===== src/rtl/fdr_decomp_pkg.sv =====
package fdr_decomp_pkg;
  // Where the block is in the current codeword
  typedef enum logic [1:0] {
    PH_PREFIX = 2'd0,
    PH_TAIL   = 2'd1,
    PH_EMIT   = 2'd2
  } phase_e;
endpackage


===== src/rtl/fdr_prefix_parser.sv =====
module fdr_prefix_parser #(
  parameter int MAX_GROUP = 8,
  localparam int GW = $clog2(MAX_GROUP + 1)
) (
  input  logic          clk,
  input  logic          rst,
  input  logic          take,
  input  logic          bit_in,
  output logic          done,
  output logic          overlong,
  output logic [GW-1:0] group
);
  logic [GW-1:0] ones_q;

  always_comb begin
    done     = take && !bit_in;
    overlong = take && bit_in && (ones_q == GW'(MAX_GROUP - 1));
    group    = ones_q + GW'(1);
  end

  always_ff @(posedge clk) begin
    if (rst || done || overlong) begin
      ones_q <= '0;
    end else if (take) begin
      ones_q <= ones_q + GW'(1);
    end
  end
endmodule


===== src/rtl/fdr_tail_capture.sv =====
module fdr_tail_capture #(
  parameter int MAX_GROUP = 8,
  localparam int GW = $clog2(MAX_GROUP + 1),
  localparam int RW = MAX_GROUP + 1
) (
  input  logic          clk,
  input  logic          rst,
  input  logic          load,
  input  logic [GW-1:0] group_in,
  input  logic          take,
  input  logic          bit_in,
  output logic          done,
  output logic [RW-1:0] run_len
);
  logic [MAX_GROUP-1:0] tail_q;
  logic [MAX_GROUP-1:0] tail_next;
  logic [GW-1:0]        left_q;
  logic [GW-1:0]        grp_q;
  logic [RW-1:0]        base;

  always_comb begin
    tail_next = {tail_q[MAX_GROUP-2:0], bit_in};
    done      = take && (left_q == GW'(1));
    base      = (RW'(1) << grp_q) - RW'(2);
    run_len   = base + RW'(tail_next);
  end

  always_ff @(posedge clk) begin
    if (rst) begin
      tail_q <= '0;
      left_q <= '0;
      grp_q  <= '0;
    end else if (load) begin
      tail_q <= '0;
      left_q <= group_in;
      grp_q  <= group_in;
    end else if (take) begin
      tail_q <= tail_next;
      left_q <= left_q - GW'(1);
    end
  end
endmodule


===== src/rtl/fdr_run_emitter.sv =====
module fdr_run_emitter #(
  parameter int RW = 9
) (
  input  logic          clk,
  input  logic          rst,
  input  logic          load,
  input  logic [RW-1:0] len_in,
  input  logic          out_ready,
  output logic          out_valid,
  output logic          out_bit,
  output logic          at_last
);
  logic          active_q;
  logic [RW-1:0] cnt_q;

  always_comb begin
    out_valid = active_q;
    at_last   = active_q && (cnt_q == '0);
    out_bit   = at_last;
  end

  always_ff @(posedge clk) begin
    if (rst) begin
      active_q <= 1'b0;
      cnt_q    <= '0;
    end else if (load) begin
      active_q <= 1'b1;
      cnt_q    <= len_in;
    end else if (active_q && out_ready) begin
      if (cnt_q == '0) active_q <= 1'b0;
      else             cnt_q    <= cnt_q - RW'(1);
    end
  end
endmodule


===== src/rtl/fdr_decomp.sv =====
module fdr_decomp #(
  parameter int MAX_GROUP = 8
) (
  input  logic clk,
  input  logic rst,
  input  logic in_valid,
  output logic in_ready,
  input  logic in_bit,
  output logic out_valid,
  input  logic out_ready,
  output logic out_bit,
  output logic err_overlong
);
  import fdr_decomp_pkg::*;

  localparam int GW = $clog2(MAX_GROUP + 1);
  localparam int RW = MAX_GROUP + 1;

  phase_e        phase_q;
  logic          in_fire;
  logic          pfx_take, pfx_done, pfx_over;
  logic [GW-1:0] pfx_group;
  logic          tail_take, tail_done;
  logic [RW-1:0] run_len;
  logic          at_last, last_fire;
  logic          err_q;

  always_comb begin
    last_fire = at_last && out_ready;
    in_ready  = (phase_q != PH_EMIT) || last_fire;
    in_fire   = in_valid && in_ready;
    pfx_take  = in_fire && (phase_q == PH_PREFIX || phase_q == PH_EMIT);
    tail_take = in_fire && (phase_q == PH_TAIL);
  end

  fdr_prefix_parser #(.MAX_GROUP(MAX_GROUP)) u_prefix (
    .clk      (clk),
    .rst      (rst),
    .take     (pfx_take),
    .bit_in   (in_bit),
    .done     (pfx_done),
    .overlong (pfx_over),
    .group    (pfx_group)
  );

  fdr_tail_capture #(.MAX_GROUP(MAX_GROUP)) u_tail (
    .clk      (clk),
    .rst      (rst),
    .load     (pfx_done),
    .group_in (pfx_group),
    .take     (tail_take),
    .bit_in   (in_bit),
    .done     (tail_done),
    .run_len  (run_len)
  );

  fdr_run_emitter #(.RW(RW)) u_emit (
    .clk       (clk),
    .rst       (rst),
    .load      (tail_done),
    .len_in    (run_len),
    .out_ready (out_ready),
    .out_valid (out_valid),
    .out_bit   (out_bit),
    .at_last   (at_last)
  );

  always_ff @(posedge clk) begin
    if (rst) begin
      phase_q <= PH_PREFIX;
    end else begin
      case (phase_q)
        PH_PREFIX: if (pfx_done) phase_q <= PH_TAIL;
        PH_TAIL:   if (tail_done) phase_q <= PH_EMIT;
        PH_EMIT:   if (last_fire) phase_q <= pfx_done ? PH_TAIL : PH_PREFIX;
        default:   phase_q <= PH_PREFIX;
      endcase
    end
  end

  always_ff @(posedge clk) begin
    if (rst)           err_q <= 1'b0;
    else if (pfx_over) err_q <= 1'b1;
  end

  assign err_overlong = err_q;
endmodule


===== config.mk =====
export PLATFORM = sky130hd
export DESIGN_NAME = fdr_decomp
export DESIGN_NICKNAME = d
export VERILOG_FILES = /design/src/rtl/fdr_decomp_pkg.sv /design/src/rtl/fdr_prefix_parser.sv /design/src/rtl/fdr_tail_capture.sv /design/src/rtl/fdr_run_emitter.sv /design/src/rtl/fdr_decomp.sv
export SDC_FILE = /design/constraint.sdc
export NUM_CORES = 1
export LEC_CHECK = 0
export ABC_CLOCK_PERIOD_IN_PS = 2900
export BUFFER_PORTS_ARGS = -buffer_cell sky130_fd_sc_hd__buf_2
export CORE_MARGIN = 2
export CORE_UTILIZATION = 40
export DETAILED_ROUTE_END_ITERATION = 8
export PLACE_DENSITY = 0.53
export RECOVER_POWER = 100
export SLEW_MARGIN = 20
export SYNTH_ARGS = -nofsm -noshare
export SYNTH_HDL_FRONTEND = slang
export SYNTH_SLANG_ARGS = --single-unit

===== constraint.sdc =====
create_clock -name clk -period 2.9 [get_ports clk]
set_clock_uncertainty 0.15 [all_clocks]
set_input_delay 0.58 -clock clk [delete_from_list [all_inputs] [get_ports clk]]
set_output_delay 0.58 -clock clk [all_outputs]
set_load 0.01 [all_outputs]

# Word level (Yosys, flattened, before mapping)
# Cells that the tools add are included.
# op_classes
add_sub_neg	5
eq_ne	9
n_shift	1
mux	13
n_reduce_logical	24
# op_table
operator	count
$mux 9	3
$logic_and 1x1->1	10
$ne 2x2->1 const B	5
$add 9x8->9	1
$logic_not 9->1	1
$shl 1x4->9 const A	1
$sub 9x1->9 const B	1
$sub 9x3->9 const B	1
$mux 4	2
$mux 2	3
$pmux 2 s3	1
$reduce_bool 2->1	3
$add 4x1->4 const B	1
$eq 4x1->1 const B	1
$eq 4x3->1 const B	1
$logic_or 1x1->1	4
$mux 1	4
$reduce_and 2->1	2
$sub 4x1->4 const B	1
$reduce_and 3->1	1
$eq 2x1->1 const B	1
$eq 2x2->1 const B	1
$logic_not 2->1	1
$reduce_or 2->1	1
$logic_not 1->1	1
# word_totals
regBits	32
input_bits	5
out_inout_bits	4
elab_cells	60

# Depth between registers and ports, before layout
# depth
ltp_word	10
mapped_depth	12
mapped_depth_nobuf	12

# Modules after synthesis
# Synthesis repeated with hierarchy kept, for this count alone.
# unflattened
hier_cells	249
hier_area_um2	2133.3
# modules_own_cells
module	n_inst	cells_per_inst	area_per_inst_um2	seq_area_each_um2
fdr_tail_capture	1	142	1151.1	300.3
fdr_run_emitter	1	68	619.3	200.2
fdr_prefix_parser	1	24	226.5	80.1
fdr_decomp	1	15	136.4	60.1

# Worst setup path before layout
# No wires, ideal clock.
# synth_path
path_kind	flip-flop to flip-flop
start	reg u_tail.grp_q[0]
end	reg u_emit.cnt_q[7]
setup_time_ps	70
t_arrival_ps	2252
t_required_ps	2680
setup_slack_ps	428
stages_incl_launch_ff	13
n_path_buf	0
period_less_slack_ps	2472
path_cell_list	dfxtp_1 -> nor2b_1 -> nand2_1 -> ha_1 -> inv_1 -> ha_1 -> inv_1 -> fa_1 -> nand2b_1 -> a21oi_1 -> o22ai_1 -> xor2_1 -> a21oi_1
# synth_between
elab_chain_len	4
# synth_lines
item	line	source
from (decl)	fdr_tail_capture.sv:18	logic [GW-1:0] grp_q;
from (signal assigned)	fdr_tail_capture.sv:36	grp_q <= group_in;
$shl 1x4->9	fdr_tail_capture.sv:24	base = (RW'(1) << grp_q) - RW'(2);
$sub 9x3->9	fdr_tail_capture.sv:24	
$add 9x8->9	fdr_tail_capture.sv:25	run_len = base + RW'(tail_next);
$mux 9	fdr_run_emitter.sv:26	end else if (load) begin
to (signal assigned)	fdr_run_emitter.sv:28	cnt_q <= len_in;
to (signal assigned)	fdr_run_emitter.sv:31	else cnt_q <= cnt_q - RW'(1);
to (decl)	fdr_run_emitter.sv:14	logic [RW-1:0] cnt_q;
# No other way between the ends.
# A chain may end at the register's enable or synchronous reset.

# Worst setup path after layout
# Ends and elaborated chain as after synthesis.

==> impl_table.tex <==
\begin{tabular}{lr}
\hline
Metric & Value \\
\hline
\multicolumn{2}{l}{\textbf{Outcome}} \\
\quad Outcome & finished clean \\
\multicolumn{2}{l}{\textbf{Global routing}} \\
\quad Via count of the first global-routing pass & 1,565 \\
\quad Initial antenna violation count & 0 \\
\quad Congestion Overflow GR & 0 \\
\quad Pin count of the biggest net entering global routing & 20 \\
\quad All-layer global routing usage & 16.8\% \\
\quad Wire length of the first global-routing pass & 7220 µm \\
\multicolumn{2}{l}{\textbf{Critical path}} \\
\quad Crit-path slowest cell & fa\_1 \\
\quad Slowest stage delay, CP & 0.40 ns \\
\quad CP startpoint kind & register \\
\quad Endpoint arrival time on the critical path & 2.75 ns \\
\quad Critical path class & reg -> reg \\
\quad Family with the most delay on the worst path & adder cells \\
\quad Largest driver fanout on the critical path & 5 \\
\quad Data required, critical path & 2.96 ns \\
\quad Worst reg2reg setup slack & 0.22 ns \\
\quad Element type at the critical path end & register \\
\quad Cells traversed along the worst timing path & nor2b\_2 > nand2\_1 > ha\_1 > inv\_1 > ha\_1 > inv\_1 > fa\_1 > nand2b\_1 > a21oi\_1 > o22ai\_1 > xor2\_1 > a21oi\_1 \\
\quad Bufs and invs on worst path & 2 \\
\multicolumn{2}{l}{\textbf{Logic synthesis}} \\
\quad Synthesis Warnings & 0 \\
\quad Post-Synth XOR/XNOR Area & 6.85\% \\
\quad Most frequent cell after synthesis & dfxtp\_1 \\
\quad Dominant cell type by area after synthesis & dfxtp\_1 \\
\quad Post-synthesis instance area & 2050 µm² \\
\quad Number of unique standard cell types used by synthesis & 45 \\
\quad Syn nets & 276 \\
\quad Number of flops mapped to enable cells by yosys & 0 \\
\quad Sequential-to-total area share from yosys stat & 31.3\% \\
\quad Dominant synthesized flop cell & dfxtp\_1 \\
\quad Most numerous cell types in the synthesized netlist & dfxtp\_1, nand2\_1, inv\_1 \\
\quad Mux share of post-synthesis cell area & 1.47\% \\
\quad Main area contributors after synthesis & dfxtp\_1, ha\_1, nand2\_1, inv\_1, a21oi\_1 \\
\quad Async set-reset flop share out of synthesis & 0\% \\
\quad Area fraction in compound gates after synthesis & 17.1\% \\
\quad Mapped Avg Cell Area & 8.19 µm² \\
\quad Area fraction in and, or, nand and nor cells after synthesis & 23.3\% \\
\quad Number of standard cells after synthesis & 250 \\
\quad Number of storage elements in the synthesis netlist & 32 \\
\quad Adder-cell share of the synthesized area & 13.2\% \\
\quad Combinational family with the most area after synthesis & simple AND/OR/NAND/NOR gates \\
\quad Area share of the largest cell type after synthesis & 31.3\% \\
\multicolumn{2}{l}{\textbf{Cells and area}} \\
\quad Net count reported at finish & 285 \\
\quad Antenna diode instance count & 0 \\
\quad Fraction of final layout cells sized beyond drive strength 1 & 6.92\% \\
\quad Fraction of the core area covered by cells at the end of the flow & 44.4\% \\
\quad Signed area change from the synthesized netlist to the final layout & 8.62\% \\
\multicolumn{2}{l}{\textbf{Detailed routing}} \\
\quad Overall routed net length & 4220 µm \\
\quad Violation count after the first detailed-route iteration & 48 \\
\quad Via-per-instance ratio & 5.07 \\
\quad Total vias in the final route & 1,672 \\
\quad Drt wl/cell & 12.8 µm \\
\quad Number of design rule violations left after detail routing & 0 \\
\quad First-pass iteration count of the detailed router & 4 \\
\quad Count of nets left with antenna violations after detail routing & 0 \\
\multicolumn{2}{l}{\textbf{Power}} \\
\quad Static leakage power & 0.866 nW \\
\quad Max IR drop VDD & 269 µV \\
\quad Tot Pwr & 1.06 mW \\
\quad Power density over cell area & 476 nW/µm² \\
\multicolumn{2}{l}{\textbf{Place}} \\
\quad Placement-stage worst setup slack & 0.178 ns \\
\quad HPWL after detailed placement & 3260 µm \\
\quad Number of buffers added on ports & 8 \\
\quad GPL Wtd Cong & 0.795 \\
\multicolumn{2}{l}{\textbf{Floorplan}} \\
\quad Starting density of the core & 40.9\% \\
\quad Num ports & 9 \\
\quad Area of the die & 5710 µm² \\
\quad Floorplan die width & 75.5 µm \\
\quad Standard-cell rows & 26 \\
\quad Height of the die & 75.5 µm \\
\quad Std-Cell Core Area & 5010 µm² \\
\multicolumn{2}{l}{\textbf{Clock tree}} \\
\quad Clock latency reported for the late side of the worst-skew pair & 0.28 ns \\
\quad Clock sink total & 32 \\
\quad Number of cells upsized or downsized after cts & 0 \\
\quad Post-CTS setup-driven buffer insertion count & 0 \\
\quad Buffers from clock root to sink, at most & 2 \\
\quad Clock slew at reported path FFs & 0.07 ns \\
\quad Buffer type at the clock tree root & clkbuf\_8 \\
\quad CTS tree & done \\
\quad Num CTS Buffers & 5 \\
\quad CTS H-tree lvls & 2 \\
\quad CTS hold repair buffers & 0 \\
\multicolumn{2}{l}{\textbf{Timing}} \\
\quad Final hold violations & 0 \\
\quad Post-route worst setup slack & 0.217 ns \\
\quad Hold Worst Slack & 0.314 ns \\
\quad Relative max-transition margin & 41.0\% \\
\quad Setup repair after global routing missed its margin & no \\
\quad Crit share post-route & 92.5\% \\
\quad Fmax achieved & 373 MHz \\
\quad Max-slew violations & 0 \\
\quad Time the worst path needs with I/O delays and setup & 2.68 ns \\
\quad Post-Route Setup TNS & 0 ns \\
\quad Worst slew pin tran & 0.880 ns \\
\quad Endpoints failing setup & 0 \\
\multicolumn{2}{l}{\textbf{Flow run}} \\
\quad \# Max-Cap Violations & 0 \\
\multicolumn{2}{l}{\textbf{Hold path}} \\
\quad Worst min-delay path class & reg -> reg \\
\hline
\end{tabular}
## cell families (layout without fill, tap and decap cells)
| kind of cell | Yosys count | in the layout |
|---|---|---|
| buf+inv | 35 | 45 |
| simple gates | 88 | 88 |
| xor+xnor | 16 | 16 |
| fa+ha+maj | 21 | 21 |
| compound gates | 55 | 55 |
| flops | 32 | 32 |
| mux | 3 | 3 |
## placed cells by master (no fill, tap or decap), types with 2 or more instances in the layout
cell / netlist / final
a31oi_1: 2 / 3
a211oi_1: 3 / 4
o21ai_0: 8 / 8
mux2i_1: 3 / 3
nor2b_1: 4 / 3
o21a_1: 4 / 4
a21o_1: 2 / 2
nand3_1: 7 / 7
o211ai_1: 2 / 2
nand2_1: 31 / 31
nor4b_1: 2 / 2
or2_2: 2 / 2
a211o_1: 2 / 2
a21oi_1: 19 / 19
nor3_1: 3 / 3
nor4_1: 5 / 5
ha_1: 20 / 20
clkbuf_8: 0 / 5
dfxtp_1: 32 / 32
inv_1: 29 / 29
nor2_1: 16 / 17
xor2_1: 7 / 7
o22ai_1: 6 / 6
buf_2: 1 / 4
xnor2_1: 9 / 9
nand2b_1: 5 / 5
and3_1: 3 / 3
clkbuf_1: 4 / 5
## layout make-up
class                   count  area [µm²]
well taps                  70        87.6
inverters                  29         109
clock buffers               6        72.6
multi-input cells         183        1240
clock inverters             2        35.0
flip-flops and latches     32         641
repair buffers              8        35.0
fillers                   532        2790
## worst reg2reg max path: stages, from the launching register on
cell and delay, ns:
dfxtp_1 0.38, nor2b_2 0.23, nand2_1 0.08, ha_1 0.27
inv_1 0.05, ha_1 0.18, inv_1 0.06, fa_1 0.40
nand2b_1 0.19, a21oi_1 0.19, o22ai_1 0.13, xor2_1 0.16
a21oi_1 0.14
## layer usage
metal  vias up  share of wire, %  global-route usage, %  wire length [µm]
li1        874                 -                      -                 -
met1       773                51                   22.9              2160
met2        20                46                   26.7              1950
met3         5               1.7                   3.97                73
met4         0              0.90                   4.68                38
met5         -                 0                      0                 0
## path summary, 6_finish.rpt
kind | to | depth (start not counted) | from
max | u_emit.cnt_q[7] | 12 | u_tail.grp_q[0]
min | u_tail.tail_q[1] | 2 | u_tail.tail_q[0]
max reg2reg | u_emit.cnt_q[7] | 12 | u_tail.grp_q[0]
min reg2reg | u_tail.tail_q[1] | 2 | u_tail.tail_q[0]
## flip-flops by register name, indices dropped and copies added (netlist names)
signal / cells
u_emit.cnt_q: 9
u_emit.out_valid: 1
u_tail.tail_q: 7
err_overlong: 1
phase_q: 2
u_tail.grp_q: 4
u_prefix.ones_q: 4
u_tail.left_q: 4
## metrics by stage
| stage | cell area (µm²) | instances |
|---|---|---|
| after floorplan | 2050 | 250 |
| after global placement | 2140 | 322 |
| after detailed placement | 2140 | 322 |
| after CTS | 2250 | 330 |
| after global routing | 2220 | 330 |
| final | 2220 | 330 |
## where the power goes
group / leakage, nW / switching [mW] / internal (mW)
sequential: 0.259 / 0.0154 / 0.453
clock: 0.0552 / 0.162 / 0.255
combinational: 0.551 / 0.0991 / 0.0745
Power figures use the tool's default switching activity.
